**config.mk**
```make
export PLATFORM = sky130hd
export DESIGN_NAME = dma_reqen_set_port
export DESIGN_NICKNAME = d
export VERILOG_FILES = /design/src/rtl/dma_reqen_pkg.sv /design/src/rtl/reqen_cmd_lane.sv /design/src/rtl/reqen_vector.sv /design/src/rtl/reqen_read_mux.sv /design/src/rtl/dma_reqen_set_port.sv
export SDC_FILE = /design/constraint.sdc
export NUM_CORES = 1
export LEC_CHECK = 0
export ABC_CLOCK_PERIOD_IN_PS = 1300
export BUFFER_PORTS_ARGS = -buffer_cell sky130_fd_sc_hd__buf_2
export CORE_ASPECT_RATIO = 0.7
export CORE_MARGIN = 2
export CORE_UTILIZATION = 40
export CTS_CLUSTER_SIZE = 8
export DETAILED_ROUTE_END_ITERATION = 6
export PLACE_DENSITY_LB_ADDON = 0.25
export REMOVE_ABC_BUFFERS = 1
export SLEW_MARGIN = 5
export SYNTH_ARGS = -nofsm -noshare
export SYNTH_HDL_FRONTEND = slang
export SYNTH_SLANG_ARGS = --single-unit
```
**constraint.sdc**
```tcl
create_clock -name clk -period 1.3 [get_ports clk]
set_input_delay 0.065 -clock clk [delete_from_list [all_inputs] [get_ports clk]]
set_output_delay 0.065 -clock clk [all_outputs]
set_load 0.03 [all_outputs]
```
**src/rtl/dma_reqen_pkg.sv**
```systemverilog
package dma_reqen_pkg;
  localparam int MAX_CH    = 64;
  localparam int LANES     = 4;
  localparam int ADDR_W    = 2;
  localparam logic [ADDR_W-1:0] ADDR_EN_LO = 2'd0;
  localparam logic [ADDR_W-1:0] ADDR_EN_HI = 2'd1;
  localparam logic [ADDR_W-1:0] ADDR_CMD   = 2'd2;

  // Enable bits that one command byte sets in a build with chans channels.
  function automatic logic [MAX_CH-1:0] cmd_mask(input logic [7:0] cmd, input int chans);
    logic [MAX_CH-1:0] m;
    m = '0;
    if (!cmd[7]) begin
      if (cmd[6]) begin
        for (int i = 0; i < MAX_CH; i++) m[i] = (i < chans);
      end else if (int'(cmd[5:0]) < chans) begin
        m[cmd[5:0]] = 1'b1;
      end
    end
    return m;
  endfunction

  function automatic logic cmd_is_global(input logic [7:0] cmd);
    return !cmd[7] && cmd[6];
  endfunction
endpackage

```
**src/rtl/reqen_cmd_lane.sv**
```systemverilog
module reqen_cmd_lane
  import dma_reqen_pkg::*;
#(
  parameter int CHANNELS = 64
) (
  input  logic                clk,
  input  logic                rst_n,
  input  logic                lane_en,
  input  logic [7:0]          cmd_byte,
  output logic [CHANNELS-1:0] lane_mask,
  output logic                lane_global
);
  logic [MAX_CH-1:0] full_mask;

  always_comb begin
    full_mask   = lane_en ? cmd_mask(cmd_byte, CHANNELS) : '0;
    lane_global = lane_en && cmd_is_global(cmd_byte);
  end

  assign lane_mask = full_mask[CHANNELS-1:0];

  // a lane carrying the skip flag contributes nothing
  a_r2_nop_quiet: assert property (@(posedge clk) disable iff (!rst_n)
    (lane_en && cmd_byte[7]) |-> (lane_mask == '0));

  // a single-channel command sets at most one bit
  a_r3_single_bit: assert property (@(posedge clk) disable iff (!rst_n)
    (lane_en && !cmd_byte[7] && !cmd_byte[6]) |-> $onehot0(lane_mask));
endmodule

```
**src/rtl/reqen_vector.sv**
```systemverilog
module reqen_vector
  import dma_reqen_pkg::*;
#(
  parameter int CHANNELS = 64
) (
  input  logic                clk,
  input  logic                rst_n,
  input  logic                wr_lo,
  input  logic                wr_hi,
  input  logic [LANES-1:0]    wstrb,
  input  logic [31:0]         wdata,
  input  logic [CHANNELS-1:0] set_mask,
  output logic [CHANNELS-1:0] vec
);
  localparam int HALVES = CHANNELS / 32;

  logic [CHANNELS-1:0] written;
  logic [CHANNELS-1:0] vec_next;
  logic                dir_wr_any;

  always_comb begin
    written = vec;
    for (int h = 0; h < HALVES; h++) begin
      for (int b = 0; b < LANES; b++) begin
        if (((h == 0) ? wr_lo : wr_hi) && wstrb[b])
          written[h*32 + b*8 +: 8] = wdata[b*8 +: 8];
      end
    end
    vec_next = written | set_mask;
  end

  assign dir_wr_any = wr_lo || (wr_hi && (HALVES > 1));

  always_ff @(posedge clk or negedge rst_n) begin
    if (!rst_n) vec <= '0;
    else        vec <= vec_next;
  end

  // vector is clear when reset releases
  a_r1_reset_clear: assert property (@(posedge clk) disable iff (!rst_n)
    $rose(rst_n) |-> (vec == '0));

  // without a direct write, no enabled bit is ever dropped
  a_r3_set_no_clear: assert property (@(posedge clk) disable iff (!rst_n)
    !dir_wr_any |=> ((vec & $past(vec)) == $past(vec)));

  // requested set bits are present one cycle later
  a_r9_set_next_cycle: assert property (@(posedge clk) disable iff (!rst_n)
    (set_mask != '0) |=> ((vec & $past(set_mask)) == $past(set_mask)));
endmodule

```
**src/rtl/reqen_read_mux.sv**
```systemverilog
module reqen_read_mux
  import dma_reqen_pkg::*;
#(
  parameter int CHANNELS = 64
) (
  input  logic [ADDR_W-1:0]   addr,
  input  logic [CHANNELS-1:0] vec,
  output logic [31:0]         rdata
);
  logic [MAX_CH-1:0] padded;

  always_comb begin
    padded = '0;
    padded[CHANNELS-1:0] = vec;
    unique case (addr)
      ADDR_EN_LO: rdata = padded[31:0];
      ADDR_EN_HI: rdata = padded[63:32];
      default:    rdata = '0;
    endcase
  end
endmodule

```
**src/rtl/dma_reqen_set_port.sv**
```systemverilog
module dma_reqen_set_port
  import dma_reqen_pkg::*;
#(
  parameter int CHANNELS = 64
) (
  input  logic                clk,
  input  logic                rst_n,
  input  logic                bus_wr,
  input  logic [1:0]          bus_addr,
  input  logic [3:0]          bus_wstrb,
  input  logic [31:0]         bus_wdata,
  output logic [31:0]         bus_rdata,
  output logic [CHANNELS-1:0] req_enable
);
  logic                cmd_hit;
  logic                wr_lo;
  logic                wr_hi;
  logic [LANES-1:0]    lane_en;
  logic [LANES-1:0]    lane_global;
  logic [CHANNELS-1:0] lane_mask [LANES];
  logic [CHANNELS-1:0] set_mask;
  logic                any_global;

  assign cmd_hit = bus_wr && (bus_addr == ADDR_CMD);
  assign wr_lo   = bus_wr && (bus_addr == ADDR_EN_LO);
  assign wr_hi   = bus_wr && (bus_addr == ADDR_EN_HI);

  for (genvar l = 0; l < LANES; l++) begin : g_lane
    assign lane_en[l] = cmd_hit && bus_wstrb[l];
    reqen_cmd_lane #(.CHANNELS(CHANNELS)) u_lane (
      .clk        (clk),
      .rst_n      (rst_n),
      .lane_en    (lane_en[l]),
      .cmd_byte   (bus_wdata[l*8 +: 8]),
      .lane_mask  (lane_mask[l]),
      .lane_global(lane_global[l])
    );
  end

  always_comb begin
    set_mask = '0;
    for (int l = 0; l < LANES; l++) set_mask = set_mask | lane_mask[l];
  end

  assign any_global = |lane_global;

  reqen_vector #(.CHANNELS(CHANNELS)) u_vec (
    .clk     (clk),
    .rst_n   (rst_n),
    .wr_lo   (wr_lo),
    .wr_hi   (wr_hi),
    .wstrb   (bus_wstrb),
    .wdata   (bus_wdata),
    .set_mask(set_mask),
    .vec     (req_enable)
  );

  reqen_read_mux #(.CHANNELS(CHANNELS)) u_rd (
    .addr (bus_addr),
    .vec  (req_enable),
    .rdata(bus_rdata)
  );

  // a global code in any lane fills the vector on the next cycle
  a_r4_global_fill: assert property (@(posedge clk) disable iff (!rst_n)
    any_global |=> (req_enable == {CHANNELS{1'b1}}));

  // the command word always reads zero
  a_r5_cmd_reads_zero: assert property (@(posedge clk) disable iff (!rst_n)
    (bus_addr == ADDR_CMD) |-> (bus_rdata == '0));

  // a build without a high half reads zero there
  if (CHANNELS <= 32) begin : g_small_chk
    a_r7_no_high_half: assert property (@(posedge clk) disable iff (!rst_n)
      (bus_addr == ADDR_EN_HI) |-> (bus_rdata == '0));
  end
endmodule

```
# Word-level counts from Yosys, hierarchy flattened
# Index checks and enable logic that the tools add are counted.
# W data, S select, Z words.
# word_totals
ff_bits	64
inputBits	41
out_inout_bits	96
wordCells	64
# op_classes
magnitude_cmp	8
eq_ne	2
mux	29
bitwise_logic	4
reduce_logical	20
# op_table
operator	count
$mux W64	12
$or A64 B64 Y64	4
$mux W8	8
$pmux W32 S2	1
$lt A6 B7 Y1 const B	4
$demux W1 S6	4
$ge A6 B1 Y1 const B	4
$logic_and A1 B1 Y1	19
$mux W1	4
$eq A2 B1 Y1 const B	1
$eq A2 B2 Y1 const B	1
$logic_not A2 Y1	1

# Longest topological paths before layout
# Gate-level depths: netlist of run 1.
# logic_depth
word_depth	11
mapped_depth	7
mapped_depth_nobuf	4

# Hierarchy
# From an unflattened synthesis of run 1, not the netlist that was laid out.
# hier_totals
hier_cells	772
area_unflattened_um2	6577.6
# modules_own_cells
mod	instances	cells_per_inst	area_per_inst_um2	seq_area_each_um2
reqen_vector	1	211	2693.8	1601.5
reqen_cmd_lane at g_lane[0].u_lane ...	3	105	696.9	0.0
reqen_cmd_lane at g_lane[3].u_lane	1	105	733.2	0.0
dma_reqen_set_port	1	70	536.8	0.0
reqen_read_mux	1	71	523.0	0.0

# Worst setup path before layout of run 1
# OpenSTA, ideal clock, no wires.
# synth_path
kind	in2reg
start	input port bus_addr[1]
end	register u_vec.vec[1]
setup_time_ns	0.131
arrival_ns	1.446
t_required_ns	1.169
setup_slack_ns	-0.277
stages	5
n_path_buf	2
path_cell_list	buf_6 nor4bb_1 clkbuf_1 mux2_2 or3_1
# synth_between
elab_chain_len	8
word_cells_on_any_way	18
cone_classes	1 x eq/ne; 5 x mux; 4 x bitwise; 8 x reduce/logical
# synth_lines
element	line_no	rtl
start: declaration	dma_reqen_set_port.sv:9	input logic [1:0] bus_addr,
$eq A2 B2 Y1	dma_reqen_set_port.sv:24	assign cmd_hit = bus_wr && (bus_addr == ADDR_CMD);
$logic_and A1 B1 Y1	dma_reqen_set_port.sv:24	
$logic_and A1 B1 Y1	dma_reqen_set_port.sv:29	assign lane_en[l] = cmd_hit && bus_wstrb[l];
$mux W64	reqen_cmd_lane.sv:16	full_mask = lane_en ? cmd_mask(cmd_byte, CHANNELS) : '0;
$or A64 B64 Y64 (3 in a row)	dma_reqen_set_port.sv:42	for (int l = 0; l < LANES; l++) set_mask = set_mask | lane_mask[l];
$or A64 B64 Y64 (*)	reqen_vector.sv:29	vec_next = written | set_mask;
net u_vec.vec_next[1]	reqen_vector.sv:18	logic [CHANNELS-1:0] vec_next;
end signal: assignment	reqen_vector.sv:36	else vec <= vec_next;
end: declaration	reqen_vector.sv:13	output logic [CHANNELS-1:0] vec
# The timed path passes the listed nets; every way through them passes the cells marked *.

# Worst setup path in the final report of run 1
# layout_path
start	input port bus_wdata[3]
end	register u_vec.vec[12]
# layout_between
elab_chain_len	11
word_cells_on_any_way	12
cone_classes	2 x order compare; 5 x mux; 4 x bitwise; 1 x reduce/logical
# layout_lines
element	line_no	rtl
start: declaration	dma_reqen_set_port.sv:11	input logic [31:0] bus_wdata,
$lt A6 B7 Y1 (not written as such) / $ge A6 B1 Y1 (equally long branches)	dma_reqen_pkg.sv:17	m[cmd[5:0]] = 1'b1;
$logic_and A1 B1 Y1 (not written as such)	dma_reqen_pkg.sv:17	
$mux W1 (not written as such)	dma_reqen_pkg.sv:17	
$demux W1 S6 (*)	n/a	
$mux W64 (*)	dma_reqen_pkg.sv:14	if (cmd[6]) begin
$mux W64 (*)	dma_reqen_pkg.sv:13	if (!cmd[7]) begin
$mux W64 (*)	reqen_cmd_lane.sv:16	
$or A64 B64 Y64 (*) (3 in a row)	dma_reqen_set_port.sv:42	
$or A64 B64 Y64 (*)	reqen_vector.sv:29	
net u_vec.vec_next[12]	reqen_vector.sv:18	
# Marks and branches as above.

==> results by group, run 1 <==
Outcome
  • Status: finished, violations left
  • Failing checks: setup timing

Final layout
  • Fill cell count: 1,530
  • Synth-to-layout area growth: 38.28%
  • Largest Register: u_vec.vec
  • Antenna Diode Count: 0
  • Nets: 1,119
  • Regs by FF count: u_vec.vec x64
  • Final core occ: 56.84%
  • Fraction of layout cells with a size suffix above 1: 38.13%
  • Number of flip-flops in the largest register: 64
  • Final Instance Area: 9348 µm²

Floorplan
  • DIE AREA: 17,970 µm²
  • Chip width: 159.4 µm
  • # rows: 39
  • Initial Util: 41.11%
  • # IOs: 137
  • Core box area: 16,440 µm²
  • Vert. Die Dim: 112.8 µm

Setup path
  • Worst reg2reg path depth: 2
  • CP startpoint kind: input port
  • CP Launch Point: bus_wdata[3]
  • Cells along the critical path: buf_2 > nor4b_1 > a21oi_1 > o22ai_1 > or3_1
  • RR Endpoint: u_vec.vec[26]$_DFF_PN0_
  • Critical path data arrival time: 1600 ps
  • Reg2Reg Setup Slack: 90 ps
  • RR Startpoint: u_vec.vec[26]$_DFF_PN0_
  • CP peak stage delay: 800 ps
  • WS Path Type: input port to flop
  • Critical path's slowest cell: nor4b_1
  • Crit Path Max Fanout: 13
  • Critical path capture point type: flop
  • CP required: 1580 ps
  • Worst setup endpoint: u_vec.vec[12]$_DFF_PN0_

Global routing
  • First-pass GRT wire length: 44,660 µm
  • Largest net degree at the start of global routing: 65
  • Vias in the first global route: 7,709
  • GRT Util Overall: 31.75%
  • GRT overflow: 0
  • Initial antenna violation count: 1

Pwr
  • P_int: 5995 µW
  • Net Sw Power: 4306 µW
  • Power share of the clock group: 25.4%
  • Total power: 10,300 µW
  • Peak VDD IR: 717.6 µV
  • PwrDens: 1102 nW/µm²
  • Switching portion of total power: 41.80%
  • Lkg Pwr: 0.004018 µW
  • Sequential share of power: 28.0%
  • Combinational share of power: 46.5%

Flow run
  • Max-Cap Viols: 0

Yosys
  • Mapped cell area: 6760 µm²
  • Ys async rst share: 100.0%
  • Synthesized area per cell: 7.647 µm²
  • Synth cell types: 45
  • EDFF count, synth: 0
  • Predominant post-synthesis flop cell: dfrtp_1
  • Seq/Total Area, Yosys: 23.69%
  • Seq cells post-synth: 64
  • Ys Warns: 0
  • Synth Instances: 884

STA
  • RSZ-0062 raised after global routing: true
  • Hold Vio Cnt, Final: 0
  • Relative slew margins: 37.46%
  • Clock Skews: 0 ps
  • Max frequency: 0.7606 GHz
  • Worst slew pin tran: 925.1 ps
  • Final critical-path required period: 1315 ps
  • Final Cycle Share: 101.1%
  • Final setup viols: 2
  • Max-slew violations: 0
  • Setup slack after layout: -14.76 ps

Placed design
  • Buffers added on ports: 136
  • Final GP Congestion: 0.9709
  • Final HPWL DP: 21,520 µm
  • Area after DPL: 8652 µm²

Detailed routing
  • WL/cell: 22.36 µm
  • Routed Antenna Nets: 0
  • WL final: 29,250 µm
  • DR vias/cell: 6.415
  • Initial DRC count: 1,174
  • Drt first pass iters: 6
  • Drc violations: 0
  • Vias post-DR: 8,391

Clock tree
  • Clk slew on worst S/H paths: 50 ps
  • Clock root buffer: clkbuf_16
  • CTS H-tree lvls: 3
  • CTS sink cnt: 64
  • Total CTS buffers: 9
  • TritonCTS clock tree: built
  • Skew-Pair Late Insertion Delay: 340 ps
  • CTS max path bufs: 2

Min path
  • Hold Crit Class: input port to flop
## cell families after synthesis
kind of cell	after synthesis	synth area share, %
AO/OA/AOI/OAI	384	31.08
buffers and inverters	116	7.644
flip-flops	64	23.69
multiplexers	88	13.83
AND/OR/NAND/NOR	232	23.76
## what timing repair did
action,4_1_cts,5_1_grt
resized for setup,24,61
pin swaps,2,4
setup buffers,1,3
endpoints found under the hold margin,64,0
endpoints found under the setup margin,81,47
hold buffers,1,0
## per-layer routing
metal  share of wire [%]  vias to the layer above  global-route usage, %
met3                  13                       80                  11.07
met2                  41                      601                  45.91
li1                    -                     3784                      -
met5                   0                        -                      0
met4                 2.1                        0                  8.303
met1                  43                     3926                  45.05
## cell type report
| class | instances | area (µm²) | area share (%) |
|---|---|---|---|
| flip-flops and latches | 64 | 1604 | 17.16 |
| repair buffers | 296 | 2248 | 24.05 |
| multi-input cells | 704 | 4883 | 52.24 |
| clock buffers | 14 | 284.0 | 3.038 |
| clock inverters | 2 | 35.03 | 0.3748 |
| well taps | 225 | 281.5 | 3.012 |
| inverters | 3 | 11.26 | 0.1205 |
## how the worst min path moves through the flow
stage / startpoint / end / slack, ps / depth (start not counted)
after floorplan: rst_n / u_vec.vec[0]$_DFF_PN0_ / -230 / 0
after global placement: rst_n / u_vec.vec[6]$_DFF_PN0_ / 130 / 2
after detailed placement: rst_n / u_vec.vec[38]$_DFF_PN0_ / 120 / 2
after CTS: bus_wdata[9] / u_vec.vec[9]$_DFF_PN0_ / 110 / 3
after global routing: bus_wdata[9] / u_vec.vec[41]$_DFF_PN0_ / 130 / 3
final: bus_wdata[9] / u_vec.vec[9]$_DFF_PN0_ / 100 / 3
## through the flow
step | TNS [ps] | worst slack, ps | hold WS (ps) | std cells
finish | -29.40 | -14.76 | 104.8 | 1308
global route | -331.5 | -93.78 | 129.3 | 1308
CTS | -2.941 | -2.941 | 105.2 | 1306
detailed placement | -30530 | -680.9 | 119.0 | 1288
global placement | -28130 | -656.1 | 127.6 | 1288
floorplan | -38750 | -806.5 | -230.6 | 771
## power groups by stage
stage                     Combinational [µW]  Sequential, µW  Clock, µW
after floorplan                         1760            3760          0
after global routing                    5070            2960       2730
after detailed placement                4570            2900          0
after CTS                               4630            2870       2660
after global placement                  4540            2900          0
final                                   4790            2890       2620
## placed cells by master, fill, tap and decap left out, types with 5 or more instances in the layout
cell and count:
dfrtp_1 62, or3_1 52, o22ai_1 100, nor4bb_2 7, nor4bb_1 5, clkbuf_16 9, a21oi_1 248, nand2_1 8
mux2i_1 45, nor4b_2 10, buf_4 132, nor2b_1 8, buf_6 11, or4_1 6, and4b_1 16, buf_12 23
a21oi_2 5, nor2_1 64, o21ai_0 15, nor4b_1 6, and4bb_2 12, mux2_2 38, buf_2 125
## worst max-delay path: cells and delay by family
| family | cells | cell delay [ps] |
|---|---|---|
| simple gates | 2 | 930 |
| compound gates | 2 | 320 |
| buf+inv | 1 | 270 |
## cell usage after synthesis (2+ instances only)
master	instances	area share, %
a2111o_1	2	0.33
a21oi_1	253	19
a41oi_1	4	0.52
and2_1	6	0.56
and3_1	2	0.19
and4_1	4	0.52
and4b_1	16	2.4
and4bb_2	12	2.2
and4bb_4	2	0.48
buf_1	8	0.44
buf_2	23	1.7
buf_4	6	0.67
buf_6	3	0.50
clkbuf_1	67	3.7
clkbuf_2	6	0.44
dfrtp_1	64	24
inv_1	3	0.17
mux2_2	42	7.0
mux2i_1	45	6.7
nand2_1	9	0.50
nand2_4	2	0.33
nand4b_4	3	1.1
nor2_1	66	3.7
nor2b_1	8	0.74
nor4_1	4	0.37
nor4b_1	16	2.1
nor4bb_1	13	1.9
o21ai_0	17	1.3
o22ai_1	101	9.3
o2bb2ai_1	2	0.26
or3_1	54	5.0
or4_1	8	0.89
Power figures use the tool's default switching activity.
==> inputs of run 2 (changes only) <==
--- a/config.mk
+++ b/config.mk
@@ -18,3 +18,4 @@
 export SYNTH_ARGS = -nofsm -noshare
 export SYNTH_HDL_FRONTEND = slang
 export SYNTH_SLANG_ARGS = --single-unit
+export TNS_END_PERCENT = 1
==> results by group, run 2 (synthesis results as in run 1) <==
Placed design
  • Area after DPL: 8652 µm² (unchanged)
  • Final HPWL DP: 21,520 µm (unchanged)
  • Placed cell count: 1,288 (unchanged)
  • Buffers added on ports: 136 (unchanged)
  • Final GP Congestion: 0.9709 (unchanged)

Floorplan
  • Vert. Die Dim: 112.8 µm (unchanged)
  • DIE AREA: 17,970 µm² (unchanged)
  • # rows: 39 (unchanged)
  • # IOs: 137 (unchanged)
  • Chip width: 159.4 µm (unchanged)
  • Initial Util: 41.11% (unchanged)
  • Core box area: 16,440 µm² (unchanged)

STA
  • Max frequency: 0.7557 GHz (-0.65%)
  • Final Cycle Share: 101.8% (+0.66 points)
  • Worst slew pin tran: 759.8 ps (-165.3 ps)
  • Setup slack after layout: -23.30 ps (-8.542 ps)
  • Relative slew margins: 48.63% (+11 points)
  • RSZ-0062 raised after global routing: true
  • Hold Vio Cnt, Final: 0 (unchanged)
  • Final critical-path required period: 1323 ps (+8.542 ps)
  • Clock Skews: 0 ps (unchanged)
  • Total negative slack: -106.8 ps (-77.43 ps)
  • Max-slew violations: 0 (unchanged)
  • Final setup viols: 7 (+5)

Global routing
  • GRT overflow: 0 (unchanged)
  • Vias in the first global route: 7,713 (+0.052%)
  • GRT Util Overall: 31.69% (-0.064 points)
  • Largest net degree at the start of global routing: 65 (unchanged)
  • First-pass GRT wire length: 44,570 µm (-0.18%)
  • Initial antenna violation count: 1 (unchanged)

Min path
  • Hold Crit Class: input port to flop
  • HP Start: bus_wdata[9]

Detailed routing
  • Routed Antenna Nets: 0 (unchanged)
  • Vias post-DR: 8,387 (-0.048%)
  • WL final: 29,100 µm (-0.52%)
  • DR vias/cell: 6.417 (about the same)
  • Initial DRC count: 1,105 (-5.9%)
  • WL/cell: 22.26 µm (-0.44%)
  • Top sig layer: met4
  • Met3 wire length: 3908 µm (+0.13%)
  • WL met2: 12,000 µm (-0.52%)
  • Drc violations: 24 (+24)
  • Met1 wire length: 12,610 µm (-0.54%)
  • Drt first pass iters: 7 (+1)

Final layout
  • Nets: 1,118 (-0.089%)
  • Commonest non-fill, non-tap cell in the layout: a21oi_1
  • Regs by FF count: u_vec.vec x64
  • Layout Cells excl Fill: 1,307 (-0.076%)
  • Synth-to-layout area growth: 36.55%
  • Most frequent cells in the layout: 250 x a21oi_1, 132 x buf_4, 129 x buf_2
  • Fill cell count: 1,541 (+0.72%)
  • Largest Register: u_vec.vec
  • Fraction of layout cells with a size suffix above 1: 36.97% (-1.2 points)
  • Number of flip-flops in the largest register: 64 (unchanged)
  • Final Instance Area: 9231 µm² (-1.2%)
  • Antenna Diode Count: 0 (unchanged)
  • Final core occ: 56.14% (-0.71 points)

Outcome
  • Failing checks: DRC, setup timing
  • Status: finished, violations left

Clock tree
  • Clk slew on worst S/H paths: 50 ps (about the same)
  • CTS max path bufs: 2 (unchanged)
  • Clock root buffer: clkbuf_16
  • Skew-Pair Late Insertion Delay: 330 ps (about the same)
  • CTS sink cnt: 64 (unchanged)
  • CTS H-tree lvls: 3 (unchanged)
  • Total CTS buffers: 9 (unchanged)
  • TritonCTS clock tree: built

Setup path
  • CP startpoint kind: input port
  • Reg2Reg Setup Slack: 100 ps (about the same)
  • Crit Path Max Fanout: 18 (+5)
  • RR Startpoint: u_vec.vec[26]$_DFF_PN0_
  • CP Launch Point: bus_wdata[16]
  • Critical path data arrival time: 1600 ps (about the same)
  • Critical path capture point type: flop
  • CP required: 1580 ps (about the same)
  • WS Path Type: input port to flop

Pwr
  • Total power: 10,240 µW (-0.61%)
  • PwrDens: 1109 nW/µm² (+0.64%)
  • Peak VDD IR: 720.7 µV (+0.44%)
  • Lkg Pwr: 0.003981 µW (-0.92%)

Flow run
  • Max-Cap Viols: 0 (unchanged)
run 2: layout make-up:
cell class / count / area [µm²] / share of cell area, %
well taps: 225 / 281.5 / 3.050
multi-input cells: 704 / 4808 / 52.09
clock buffers: 14 / 284.0 / 3.077
inverters: 3 / 11.26 / 0.1220
flip-flops and latches: 64 / 1604 / 17.38
clock inverters: 2 / 35.03 / 0.3795
repair buffers: 295 / 2207 / 23.91
run 2: critical path: stages:
cell,delay (ps)
buf_2,360
nor4b_1,660
a21oi_1,140
o22ai_1,230
or3_1,140
run 2: path summary, 6_finish.rpt:
kind / cells past startpoint / endpoint
hold reg to reg: 1 / u_vec.vec[6]$_DFF_PN0_
hold / removal: 3 / u_vec.vec[9]$_DFF_PN0_
max in group asynchronous: 3 / u_vec.vec[30]$_DFF_PN0_
min in group asynchronous: 3 / u_vec.vec[6]$_DFF_PN0_
setup reg to reg: 2 / u_vec.vec[26]$_DFF_PN0_
setup / recovery: 5 / u_vec.vec[3]$_DFF_PN0_
run 2: what timing repair did:
action / 4_1_cts / 5_1_grt
endpoints found under the hold margin: 64 / 0
pin swaps: 1 / 2
buffers inserted: 1 / 1
gates resized for setup: 18 / 36
setup endpoints to repair: 81 / 61
hold buffers: 1 / 0
run 2: through the flow:
stage                     setup WS, ps  hold slack, ps
after floorplan                 -806.5          -230.6
after CTS                       -7.552           105.2
after global routing            -79.06           129.3
final                           -23.30           107.0
after detailed placement        -680.9           119.0
after global placement          -656.1           127.6
run 2: where the power goes:
| part | switching (µW) | leakage (µW) | total, µW | internal, µW |
|---|---|---|---|---|
| clock | 936 | 0.000159 | 2630 | 1690 |
| sequential | 407 | 0.000679 | 2880 | 2470 |
| combinational | 2960 | 0.00314 | 4730 | 1780 |
run 2: metal layers:
layer	GRT usage [%]	up-vias
li1	-	3777
met1	44.82	3891
met2	45.97	637
met3	11.07	82
met4	8.303	0
met5	0	-
==> inputs of run 3 (changes only) <==
--- a/config.mk
+++ b/config.mk
@@ -5,7 +5,7 @@
 export SDC_FILE = /design/constraint.sdc
 export NUM_CORES = 1
 export LEC_CHECK = 0
-export ABC_CLOCK_PERIOD_IN_PS = 1300
+export ABC_CLOCK_PERIOD_IN_PS = 1600
 export BUFFER_PORTS_ARGS = -buffer_cell sky130_fd_sc_hd__buf_2
 export CORE_ASPECT_RATIO = 0.7
 export CORE_MARGIN = 2
@@ -14,7 +14,7 @@
 export DETAILED_ROUTE_END_ITERATION = 6
 export PLACE_DENSITY_LB_ADDON = 0.25
 export REMOVE_ABC_BUFFERS = 1
-export SLEW_MARGIN = 5
+export SLEW_MARGIN = 20
 export SYNTH_ARGS = -nofsm -noshare
 export SYNTH_HDL_FRONTEND = slang
 export SYNTH_SLANG_ARGS = --single-unit
==> constraint.sdc (replaced) <==
create_clock -name clk -period 1.6 [get_ports clk]
set_input_delay 0.08 -clock clk [delete_from_list [all_inputs] [get_ports clk]]
set_output_delay 0.08 -clock clk [all_outputs]
set_load 0.03 [all_outputs]
==> results by group, run 3 (synthesis results as in run 1) <==
Outcome
  • Status: finished clean

Global routing
  • GRT overflow: 0 (unchanged)
  • First-pass GRT wire length: 43,820 µm (-1.7%)
  • Initial antenna violation count: 0 (-1)
  • GRT Util Overall: 31.14% (-0.55 points)
  • Vias in the first global route: 7,376 (-4.4%)
  • Largest net degree at the start of global routing: 65 (unchanged)

Detailed routing
  • Vias post-DR: 8,187 (-2.4%)
  • Routed Antenna Nets: 0 (unchanged)
  • Drt first pass iters: 7 (unchanged)
  • WL/cell: 22.68 µm (+1.9%)
  • Initial DRC count: 1,158 (+4.8%)
  • DR vias/cell: 6.457 (+0.62%)
  • Drc violations: 0 (-100%)
  • WL final: 28,760 µm (-1.2%)

Pwr
  • Peak VDD IR: 710.6 µV (-1.4%)
  • PwrDens: 943.3 nW/µm² (-15%)
  • Switching portion of total power: 42.43% (+0.43 points)
  • Combinational share of power: 44.8% (-1.4 points)
  • Total power: 8148 µW (-20%)
  • Sequential share of power: 28.9% (+0.8 points)
  • Power share of the clock group: 26.4% (+0.7 points)
  • P_int: 4691 µW (-21%)
  • Net Sw Power: 3457 µW (-20%)
  • Lkg Pwr: 0.003704 µW (-7.0%)

Final layout
  • Regs by FF count: u_vec.vec x64
  • Final Instance Area: 8637 µm² (-6.4%)
  • Fraction of layout cells with a size suffix above 1: 32.21% (-4.8 points)
  • Commonest non-fill, non-tap cell in the layout: a21oi_1
  • Number of flip-flops in the largest register: 64 (unchanged)
  • Synth-to-layout area growth: 27.76%
  • Largest Register: u_vec.vec
  • Layout Cells excl Fill: 1,268 (-3.0%)
  • Antenna Diode Count: 0 (unchanged)
  • Fill cell count: 1,624 (+5.4%)
  • Nets: 1,079 (-3.5%)
  • Most frequent cells in the layout: 253 x a21oi_1, 136 x buf_2, 104 x buf_4

Setup path
  • CP required: 1810 ps (+230 ps)
  • WS Path Type: input port to flop
  • Critical path capture point type: flop
  • Critical path data arrival time: 1760 ps (+160 ps)
  • CP startpoint kind: input port
  • Crit Path Max Fanout: 8 (-10)

Clock tree
  • CTS max path bufs: 2 (unchanged)
  • CTS sink cnt: 64 (unchanged)
  • Clk slew on worst S/H paths: 50 ps (about the same)
  • Skew-Pair Late Insertion Delay: 330 ps (about the same)
  • CTS H-tree lvls: 3 (unchanged)
  • Buffer count from post-CTS setup fixing: 0 (-1)
  • TritonCTS clock tree: built
  • Total CTS buffers: 9 (unchanged)
  • Clock root buffer: clkbuf_16

STA
  • Hold Vio Cnt, Final: 0 (unchanged)
  • Worst slew pin tran: 1177 ps (+417.0 ps)
  • Max frequency: 0.6448 GHz
  • Final critical-path required period: 1551 ps
  • Max-slew violations: 0 (unchanged)
  • RSZ-0062 raised after global routing: false
  • Final Hold Slack: 116.2 ps (+9.261 ps)
  • Final Cycle Share: 96.93%
  • Relative slew margins: 20.44% (-28 points)
  • Clock Skews: 0 ps (unchanged)
  • Final setup viols: 0 (-7)

Floorplan
  • DIE AREA: 17,970 µm² (unchanged)
  • # IOs: 137 (unchanged)
  • # rows: 39 (unchanged)
  • Initial Util: 41.11% (unchanged)
  • Chip width: 159.4 µm (unchanged)
  • Vert. Die Dim: 112.8 µm (unchanged)
  • Core box area: 16,440 µm² (unchanged)

Placed design
  • Placed cell count: 1,251 (-2.9%)
  • Final HPWL DP: 20,390 µm (-5.3%)
  • Buffers added on ports: 136 (unchanged)
  • Area after DPL: 8299 µm² (-4.1%)
  • Final GP Congestion: 0.9664 (-0.46%)

Flow run
  • Max-Cap Viols: 0 (unchanged)

Min path
  • Hold Crit Class: input port to flop
[run 3: path summary, 6_finish.rpt]
kind                                      endpoint  slack [ps]               startpoint  cells past startpoint
max                        u_vec.vec[20]$_DFF_PN0_          50                   bus_wr                      6
min                         u_vec.vec[7]$_DFF_PN0_         120             bus_wdata[7]                      3
max reg2reg                u_vec.vec[25]$_DFF_PN0_         380  u_vec.vec[25]$_DFF_PN0_                      2
min reg2reg                 u_vec.vec[6]$_DFF_PN0_         530   u_vec.vec[6]$_DFF_PN0_                      1
max in group asynchronous  u_vec.vec[20]$_DFF_PN0_         960                    rst_n                      3
min in group asynchronous  u_vec.vec[35]$_DFF_PN0_         310                    rst_n                      3
[run 3: routing by layer]
metal | track usage (%) | part of all wire, % | vias to the layer above
met2 | 44.61 | 41 | 611
met3 | 6.855 | 13 | 83
met5 | 0 | 0 | -
li1 | - | - | 3700
met1 | 46.90 | 43 | 3793
met4 | 8.424 | 2.6 | 0
[run 3: metrics by stage]
stage	utilization, %	setup TNS (ps)	worst slack, ps
floorplan	-	-20510	-521.5
global placement	50.47	-9454	-325.8
detailed placement	50.47	-10300	-340.3
CTS	52.47	0	11.05
global route	52.52	0	19.46
finish	52.52	0	49.17
[run 3: timing repair]
action	CTS	global route
hold buffers	1	0
endpoints found under the setup margin	0	7
resized for setup	0	1
endpoints found under the hold margin	64	0
[run 3: area by class of cell]
class,instances,area (µm²),area share (%)
multi-input cells,704,4652,53.86
repair buffers,256,1772,20.51
flip-flops and latches,64,1602,18.54
clock buffers,14,284.0,3.288
well taps,225,281.5,3.259
clock inverters,2,35.03,0.4056
inverters,3,11.26,0.1304
[run 3: power groups by stage]
stage          logic (µW)  registers, µW  clock network, µW
2_1_floorplan        1430           3050                  0
3_3_place_gp         3570           2370                  0
3_5_place_dp         3590           2370                  0
4_1_cts              3610           2350               2170
5_1_grt              3860           2410               2230
6_report             3650           2350               2150
[run 3: worst max-delay path, cell delays in order]
cell and delay [ps]:
buf_2 200, nor3b_4 410, and2_1 230, buf_12 140, mux2_2 320, or3_1 380
